[config.mk]
export PLATFORM = sky130hd
export DESIGN_NAME = ebc_bus_master
export DESIGN_NICKNAME = d
export VERILOG_FILES = /design/src/rtl/ebc_pkg.sv /design/src/rtl/ebc_region_match.sv /design/src/rtl/ebc_attr_sel.sv /design/src/rtl/ebc_wait_timer.sv /design/src/rtl/ebc_bus_master.sv
export SDC_FILE = /design/constraint.sdc
export NUM_CORES = 1
export LEC_CHECK = 0
export ABC_AREA = 1
export ABC_CLOCK_PERIOD_IN_PS = 3300
export BUFFER_PORTS_ARGS = -buffer_cell sky130_fd_sc_hd__buf_2
export CAP_MARGIN = 20
export CORE_AREA = 3 3 199 201
export DETAILED_ROUTE_END_ITERATION = 8
export DIE_AREA = 0 0 202 204
export PLACE_DENSITY = 0.43
export SETUP_SLACK_MARGIN = 0.5
export SYNTH_ARGS = -nofsm -noshare
export SYNTH_HDL_FRONTEND = slang
export SYNTH_SLANG_ARGS = --single-unit
[constraint.sdc]
create_clock -name clk -period 3.3 [get_ports clk]
set_input_delay 0.66 -clock clk [delete_from_list [all_inputs] [get_ports clk]]
set_output_delay 0.66 -clock clk [all_outputs]
set_load 0.02 [all_outputs]
[src/rtl/ebc_pkg.sv]
// Shared types for the external bus cycle controller.
// Assumes a fixed 4-bit wait count and 2-bit port-width code per region.
package ebc_pkg;
    localparam int EBC_WAIT_W = 4;
    localparam int EBC_PW_W   = 2;

    typedef enum logic [2:0] {
        ST_IDLE = 3'd0,
        ST_ADDR = 3'd1,
        ST_DATA = 3'd2,
        ST_HOLD = 3'd3,
        ST_ERR  = 3'd4
    } ebc_state_e;

    typedef enum logic [1:0] {
        RSP_OK      = 2'd0,
        RSP_OVERLAP = 2'd1,
        RSP_DRAM    = 2'd2,
        RSP_TIMEOUT = 2'd3
    } ebc_rsp_e;

    typedef struct packed {
        logic                  int_ack;
        logic [EBC_PW_W-1:0]   pw;
        logic [EBC_WAIT_W-1:0] waits;
    } ebc_attr_t;
endpackage

[src/rtl/ebc_region_match.sv]
// Compares an address against every chip-select region and resolves the
// outcome: no hit, one hit, overlap, or DRAM-only hit.
// Assumes region fields are packed side by side, region 0 in the low bits.
module ebc_region_match
    import ebc_pkg::*;
#(
    parameter int NREG = 4,
    parameter int AW   = 32
) (
    input  logic [AW-1:0]      addr,
    input  logic [NREG-1:0]    cfg_en,
    input  logic [NREG*AW-1:0] cfg_base,
    input  logic [NREG*AW-1:0] cfg_mask,
    input  logic               dram_hit,
    output logic [NREG-1:0]    sel_cs,
    output ebc_rsp_e           dec_rsp
);
    localparam int CNTW = $clog2(NREG + 1);

    logic [NREG-1:0] hit;
    logic [CNTW-1:0] nhit;

    // One comparator per region: masked bits must equal the base.
    for (genvar g = 0; g < NREG; g++) begin : g_cmp
        assign hit[g] = cfg_en[g] &&
            (((addr ^ cfg_base[g*AW +: AW]) & cfg_mask[g*AW +: AW]) == '0);
    end

    // Population count of region hits.
    always_comb begin
        nhit = '0;
        for (int i = 0; i < NREG; i++) begin
            nhit = nhit + CNTW'(hit[i]);
        end
    end

    // Resolve the access class from hit count and DRAM match.
    always_comb begin
        sel_cs  = '0;
        dec_rsp = RSP_OK;
        if (dram_hit && nhit == '0) begin
            dec_rsp = RSP_DRAM;
        end else if (dram_hit || nhit > CNTW'(1)) begin
            dec_rsp = RSP_OVERLAP;
        end else begin
            sel_cs = hit;
        end
    end
endmodule

[src/rtl/ebc_attr_sel.sv]
// Picks the attributes of the selected region, or the default external
// 32-bit, external-acknowledge attributes when no region is selected.
// Assumes sel_cs is one-hot or zero.
module ebc_attr_sel
    import ebc_pkg::*;
#(
    parameter int NREG = 4
) (
    input  logic [NREG-1:0]            sel_cs,
    input  logic [NREG*EBC_PW_W-1:0]   cfg_pw,
    input  logic [NREG-1:0]            cfg_int_ack,
    input  logic [NREG*EBC_WAIT_W-1:0] cfg_wait,
    output ebc_attr_t                  attr
);
    // Default attributes, overridden by the single selected region.
    always_comb begin
        attr = '0;
        for (int i = 0; i < NREG; i++) begin
            if (sel_cs[i]) begin
                attr.int_ack = cfg_int_ack[i];
                attr.pw      = cfg_pw[i*EBC_PW_W +: EBC_PW_W];
                attr.waits   = cfg_wait[i*EBC_WAIT_W +: EBC_WAIT_W];
            end
        end
    end
endmodule

[src/rtl/ebc_wait_timer.sv]
// Counts data clocks and decides when the data phase ends: internal
// acknowledge after the wait count, external acknowledge from the pin, or
// a timeout when the external acknowledge is missing.
// Assumes clr is high for the clock before run starts.
module ebc_wait_timer
    import ebc_pkg::*;
#(
    parameter int TOW   = 8,
    parameter bit TO_EN = 1'b1
) (
    input  logic                  clk,
    input  logic                  rst_n,
    input  logic                  clr,
    input  logic                  run,
    input  logic                  int_ack_en,
    input  logic [EBC_WAIT_W-1:0] wait_n,
    input  logic                  ext_ack,
    input  logic [TOW-1:0]        to_limit,
    output logic                  ack_done,
    output logic                  tmo
);
    localparam int            CW      = (TOW > EBC_WAIT_W) ? TOW : EBC_WAIT_W;
    localparam logic [CW-1:0] CNT_MAX = '1;

    logic [CW-1:0] cnt;

    // Saturating count of completed data clocks.
    always_ff @(posedge clk) begin
        if (!rst_n) begin
            cnt <= '0;
        end else if (clr) begin
            cnt <= '0;
        end else if (run && cnt != CNT_MAX) begin
            cnt <= cnt + CW'(1);
        end
    end

    // Acknowledge source chosen per region.
    assign ack_done = int_ack_en ? (cnt == CW'(wait_n)) : ext_ack;

    if (TO_EN) begin : g_tmo
        // Timeout applies only to external acknowledge; a late ack still wins.
        assign tmo = !int_ack_en && (to_limit != '0) && !ext_ack &&
                     (cnt == CW'(to_limit) - CW'(1));
    end else begin : g_no_tmo
        assign tmo = 1'b0;
    end

    AST_CNT_SATURATES: assert property (@(posedge clk) disable iff (!rst_n)
        (run && !clr && cnt == CNT_MAX) |=> (cnt == CNT_MAX))
        else $error("wait counter wrapped");
endmodule

[src/rtl/ebc_bus_master.sv]
// Top of the external bus cycle controller. Accepts one request at a time,
// decodes its region, then runs address, data (with wait states) and hold
// clocks on the external bus. Rejected requests answer without bus activity.
// Assumes configuration inputs are stable while a request is in flight.
module ebc_bus_master
    import ebc_pkg::*;
#(
    parameter int AW    = 32,
    parameter int DW    = 32,
    parameter int NREG  = 4,
    parameter int TOW   = 8,
    parameter bit TO_EN = 1'b1
) (
    input  logic                       clk,
    input  logic                       rst_n,
    input  logic                       req_valid,
    output logic                       req_ready,
    input  logic                       req_write,
    input  logic [AW-1:0]              req_addr,
    input  logic [1:0]                 req_size,
    input  logic [DW-1:0]              req_wdata,
    output logic                       busy,
    output logic                       rsp_valid,
    output logic [1:0]                 rsp_err,
    output logic [DW-1:0]              rsp_rdata,
    input  logic [NREG-1:0]            cfg_en,
    input  logic [NREG*AW-1:0]         cfg_base,
    input  logic [NREG*AW-1:0]         cfg_mask,
    input  logic [NREG*EBC_PW_W-1:0]   cfg_pw,
    input  logic [NREG-1:0]            cfg_int_ack,
    input  logic [NREG*EBC_WAIT_W-1:0] cfg_wait,
    input  logic [TOW-1:0]             to_limit,
    input  logic                       dram_hit,
    output logic [AW-1:0]              bus_addr,
    output logic [1:0]                 bus_size,
    output logic [EBC_PW_W-1:0]        bus_pw,
    output logic                       bus_wr,
    output logic                       bus_ts,
    output logic [NREG-1:0]            bus_cs,
    output logic [DW-1:0]              bus_dout,
    output logic                       bus_doe,
    input  logic [DW-1:0]              bus_din,
    input  logic                       bus_ack_in
);
    ebc_state_e      state;
    ebc_rsp_e        dec_rsp;
    ebc_rsp_e        err_q;
    ebc_attr_t       dec_attr;
    ebc_attr_t       attr_q;
    logic [NREG-1:0] dec_cs;
    logic [NREG-1:0] cs_q;
    logic [AW-1:0]   addr_q;
    logic [1:0]      size_q;
    logic            wr_q;
    logic [DW-1:0]   wdata_q;
    logic [DW-1:0]   rdata_q;
    logic            accept;
    logic            on_bus;
    logic            ack_done;
    logic            tmo;

    ebc_region_match #(.NREG(NREG), .AW(AW)) u_match (
        .addr     (req_addr),
        .cfg_en   (cfg_en),
        .cfg_base (cfg_base),
        .cfg_mask (cfg_mask),
        .dram_hit (dram_hit),
        .sel_cs   (dec_cs),
        .dec_rsp  (dec_rsp)
    );

    ebc_attr_sel #(.NREG(NREG)) u_attr (
        .sel_cs      (dec_cs),
        .cfg_pw      (cfg_pw),
        .cfg_int_ack (cfg_int_ack),
        .cfg_wait    (cfg_wait),
        .attr        (dec_attr)
    );

    ebc_wait_timer #(.TOW(TOW), .TO_EN(TO_EN)) u_timer (
        .clk        (clk),
        .rst_n      (rst_n),
        .clr        (state == ST_ADDR),
        .run        (state == ST_DATA),
        .int_ack_en (attr_q.int_ack),
        .wait_n     (attr_q.waits),
        .ext_ack    (bus_ack_in),
        .to_limit   (to_limit),
        .ack_done   (ack_done),
        .tmo        (tmo)
    );

    // Handshake: a new request may enter while idle or during the hold clock.
    assign req_ready = (state == ST_IDLE) || (state == ST_HOLD);
    assign accept    = req_valid && req_ready;
    assign busy      = (state != ST_IDLE);
    assign on_bus    = (state == ST_ADDR) || (state == ST_DATA) || (state == ST_HOLD);

    // Bus cycle sequencer.
    always_ff @(posedge clk) begin
        if (!rst_n) begin
            state <= ST_IDLE;
        end else begin
            case (state)
                ST_IDLE, ST_HOLD: begin
                    if (accept) begin
                        state <= (dec_rsp == RSP_OK) ? ST_ADDR : ST_ERR;
                    end else begin
                        state <= ST_IDLE;
                    end
                end
                ST_ADDR: state <= ST_DATA;
                ST_DATA: begin
                    if (ack_done || tmo) begin
                        state <= ST_HOLD;
                    end
                end
                default: state <= ST_IDLE;
            endcase
        end
    end

    // Request capture at acceptance, read data and status at data-phase end.
    always_ff @(posedge clk) begin
        if (!rst_n) begin
            addr_q  <= '0;
            size_q  <= '0;
            wr_q    <= 1'b0;
            wdata_q <= '0;
            cs_q    <= '0;
            attr_q  <= '0;
            err_q   <= RSP_OK;
            rdata_q <= '0;
        end else if (accept) begin
            addr_q  <= req_addr;
            size_q  <= req_size;
            wr_q    <= req_write;
            wdata_q <= req_wdata;
            cs_q    <= dec_cs;
            attr_q  <= dec_attr;
            err_q   <= dec_rsp;
        end else if (state == ST_DATA) begin
            if (ack_done) begin
                rdata_q <= bus_din;
            end else if (tmo) begin
                err_q <= RSP_TIMEOUT;
            end
        end
    end

    // External pin drive from captured request and phase.
    assign bus_ts    = (state == ST_ADDR);
    assign bus_addr  = addr_q;
    assign bus_size  = size_q;
    assign bus_pw    = attr_q.pw;
    assign bus_wr    = wr_q && on_bus;
    assign bus_cs    = on_bus ? cs_q : '0;
    assign bus_doe   = wr_q && ((state == ST_DATA) || (state == ST_HOLD));
    assign bus_dout  = wdata_q;
    assign rsp_valid = (state == ST_HOLD) || (state == ST_ERR);
    assign rsp_err   = err_q;
    assign rsp_rdata = rdata_q;

    AST_TS_SINGLE: assert property (@(posedge clk) disable iff (!rst_n)
        bus_ts |=> !bus_ts)
        else $error("start strobe longer than one clock");

    AST_ADDR_HELD: assert property (@(posedge clk) disable iff (!rst_n)
        (state == ST_DATA || state == ST_HOLD) |-> $stable(bus_addr))
        else $error("address moved during cycle");

    AST_CS_ONEHOT: assert property (@(posedge clk) disable iff (!rst_n)
        $onehot0(bus_cs))
        else $error("more than one chip select");

    AST_DOE_ON_WRITE: assert property (@(posedge clk) disable iff (!rst_n)
        bus_doe |-> bus_wr)
        else $error("data driven on a read");

    AST_WDATA_HELD: assert property (@(posedge clk) disable iff (!rst_n)
        (bus_doe && $past(bus_doe)) |-> $stable(bus_dout))
        else $error("write data moved while driven");

    AST_ERR_NO_BUS: assert property (@(posedge clk) disable iff (!rst_n)
        (state == ST_ERR) |-> (!bus_ts && bus_cs == '0 && !bus_doe))
        else $error("bus activity on rejected request");

    AST_READY_PHASE: assert property (@(posedge clk) disable iff (!rst_n)
        bus_ts |-> !req_ready)
        else $error("ready during address clock");
endmodule

==> results.sh <==
export IMPL_layout_nets=2245
export IMPL_p_leak_nw=6.605
export IMPL_yosys_area_top_type="dfxtp_1"
export IMPL_cts_root_buf="clkbuf_16"
export IMPL_syn_avg_cell_area_um2=6.090
export IMPL_r2r_cells=7
export IMPL_worstPathCellList="buf_2 > buf_4 > nand2_1 > nand3_1 > nand2_1 > nor2_2 > nand2_1 > nor2_4 > buf_6 > nand3_4 > clkinv_4 > ha_4 > inv_2 > fa_2 > ha_4 > nand2_8 > inv_8 > nand4_4 > nor2_1 > nor2_1 > nand2_1 > nand2_1 > a21oi_2"
export IMPL_synth_seq_cells=123
export IMPL_pre_cts_ws_ps=-226.9
export IMPL_max_clock_freq_ghz=0.3596
export IMPL_rr_startpoint="u_timer.cnt[3]$_SDFFE_PP0P_"
export IMPL_cts_made_buffers=17
export IMPL_slew_limit_headroom_pct=49.25
export IMPL_synth_warnings=0
export IMPL_pin_count=512
export IMPL_finalHoldViolations=0
export IMPL_cpMaxStageDelayCell="fa_2"
export IMPL_layout_setup_ws_ps=519.0
export IMPL_slew_viol_final=0
export IMPL_layout_drive_gt1_share_pct=38.36
export IMPL_fin_skew_ps=12.84
export IMPL_criticalPathCategory="input port to register"
export IMPL_worstSetupStartpointType="input port"
export IMPL_ant_nets=0
export IMPL_dr_pass1_iters=4
export IMPL_synth_main_ff_cell="dfxtp_1"
export IMPL_cts_tree="done"
export IMPL_yosys_top_cells_area="dfxtp_1 32%, nand2_1 16%, nor2_1 11%, nand3_1 7.5%, inv_1 6.2%"
export IMPL_layout_common_cells="502 x buf_2, 312 x nand2_1, 213 x nor2_1, 123 x dfxtp_1, 115 x inv_1"
export IMPL_synth_nets=1673
export IMPL_drv_cap=0
export IMPL_crit_path_max_fanout=8
export IMPL_wl_mm=38.39
export IMPL_fin_total_pwr_mw=4.794
export IMPL_wl_per_cell_um=16.19
export IMPL_drtIter0Drc=442
export IMPL_overflow=0
export IMPL_min_delay_worst_endpoint="rsp_rdata[2]$_SDFFE_PN0P_"
export IMPL_critPathArrivalTime_ps=3080
export IMPL_grt_pass1_wl_mm=56.52
export IMPL_min_path_type="input port to register"
export IMPL_cts_path_max_buffers=2
export IMPL_crit_path_end_kind="register"
export IMPL_drc=0
export IMPL_finalCritPeriodShare_pct=84.27
export IMPL_synth_seq_area_share_pct=31.94
export IMPL_setup_viol=0
export IMPL_synth_edff_count=0
export IMPL_synth_top_area_share_pct=31.94
export IMPL_synthesis_area_mm2=0.007710
export IMPL_status="completed"
export IMPL_syn_instance_count=1266
export IMPL_grt_max_degree=105
export IMPL_std_cell_rows=71
export IMPL_portBuffers=511
export IMPL_cp_top_family="simple AND/OR/NAND/NOR gates"
export IMPL_cp_num_buf_inv=6
export IMPL_multiInputGateArea_mm2=0.004711
export IMPL_clk_pin_slew_worst_paths_ps=60
export IMPL_p_per_area_mw_per_mm2=390.4
export IMPL_crit_path_start="req_addr[5]"
export IMPL_die_h_um=204
export IMPL_hold_buffers=0
export IMPL_dieArea_mm2=0.04121
export IMPL_whs_ps=450.4
export IMPL_r2r_end="rsp_rdata[16]$_SDFFE_PN0P_"
export IMPL_rrSetupSlack_ps=820
export IMPL_hold_path_depth=3
export IMPL_start_util_pct=20.42
export IMPL_track_usage_pct=18.03
export IMPL_required_ps=3600
export IMPL_cts_sinks=123
export IMPL_final_seq_area_mm2=0.002462
export IMPL_min_delay_start="bus_din[2]"
export IMPL_core_mm2=0.03776
export IMPL_fillers=4274
export IMPL_die_w_um=202
export IMPL_worstMarginPinSlew_ps=761.3
export IMPL_cts_max_level=4
export IMPL_vdd_drop_max_v=0.0002618
export IMPL_worst_path_most_repeated_cell="nand2_1"
export IMPL_clk_insertion_delay_late_ps=440
export IMPL_rsz0062_at_grt="yes"
export IMPL_min_period_ps=2781
export IMPL_viasPerCell=4.205
export IMPL_grt_pass1_vias=9766
export IMPL_area_growth_pct=59.28
export IMPL_async_flop_share_pct=0
export IMPL_antenna_found_initial=13
export IMPL_max_stage_delay_ps=360
export IMPL_yosys_cell_types_count=41
export IMPL_hpwl_mm=32.24
export IMPL_gp_congestion=0.8878
export IMPL_mostFrequentLayoutCell="buf_2"
export IMPL_vias=9970
==> cell type report <==
class	count	area share, %
Multi-Input combinational cell	961	38.36
Timing Repair Buffer	597	27.11
Sequential cell	123	20.05
Tap cell	511	5.206
Inverter	137	4.361
Clock buffer	19	3.525
Clock inverter	13	1.151
Antenna cell	9	0.1834
Timing Repair inverter	1	0.05094
==> routing by layer <==
| metal | global-route usage [%] | up-vias | share of wire, % |
|---|---|---|---|
| met5 | 0 | - | 0.089 |
| met4 | 6.853 | 6 | 2.7 |
| met3 | 5.654 | 56 | 7.5 |
| met2 | 32.45 | 337 | 50 |
| met1 | 19.89 | 4391 | 40 |
| li1 | - | 5180 | - |
==> worst reg2reg max path: cells and delay by family, from the launching register on <==
family                    cells  cell delay [ps]
DFF                           1              480
and+or+nand+nor               4              970
AOI/OAI and AO/OA             1              380
buffers and inverters         1              420
xor gates and xnor gates      1              110
==> worst max path at each step <==
stage / to / slack (ps) / depth (start not counted)
finish: attr_q[1]$_SDFFE_PN0P_ / 520 / 23
global route: attr_q[1]$_SDFFE_PN0P_ / 340 / 22
CTS: bus_pw[1]$_SDFFE_PN0P_ / 490 / 22
detailed placement: bus_pw[1]$_SDFFE_PN0P_ / -230 / 20
global placement: attr_q[2]$_SDFFE_PN0P_ / -190 / 20
floorplan: attr_q[2]$_SDFFE_PN0P_ / 380 / 21
==> power breakdown <==
group	total, mW	switching (mW)	internal, mW
clock network	1.87	0.754	1.12
registers	1.65	0.0533	1.60
logic	1.27	0.758	0.514
==> registers in the layout, summed over array words and instances (netlist names) <==
name,cells
cs_q,4
bus_size,2
bus_dout,32
state,3
bus_addr,32
rsp_rdata,32
attr_q,5
rsp_err,2
bus_pw,2
u_timer.cnt,8
wr_q,1
==> cells in the mapped netlist, drive strengths merged (2+ instances only) <==
cell	instances
buf	19
ha	6
nor3	10
or2	49
o22ai	5
nand3	119
clkbuf	27
xnor2	6
dfxtp	123
o21a	2
xor2	16
inv	136
nor2	230
o21ai	124
nand2	320
a21oi	57
o31ai	3
nand4	6
==> cell families after synthesis <==
kind of cell	after synthesis	synth area share, %
AOI/OAI and AO/OA	195	13.19
xor gates and xnor gates	22	2.499
DFF	123	31.94
adders and majority gates	7	1.233
buffers and inverters	183	9.721
and+or+nand+nor	736	41.42
==> through the flow <==
step | std cells | utilization, % | TNS [ps] | area (um2)
6_report | 2371 | 32.53 | 0 | 12280
3_5_place_dp | 2317 | 30.06 | -1896 | 11350
3_3_place_gp | 2317 | 30.06 | -1516 | 11350
4_1_cts | 2358 | 32.21 | 0 | 12160
5_1_grt | 2369 | 32.51 | 0 | 12280
2_1_floorplan | 1266 | - | 0 | 7781
==> timing repair <==
| action | in CTS | in global routing |
|---|---|---|
| setup endpoints to repair | 12 | 14 |
| cloned | 2 | 0 |
| pin swaps | 18 | 17 |
| resized for setup | 47 | 20 |
| buffers inserted | 7 | 4 |
(Power assumes the default switching activity.)
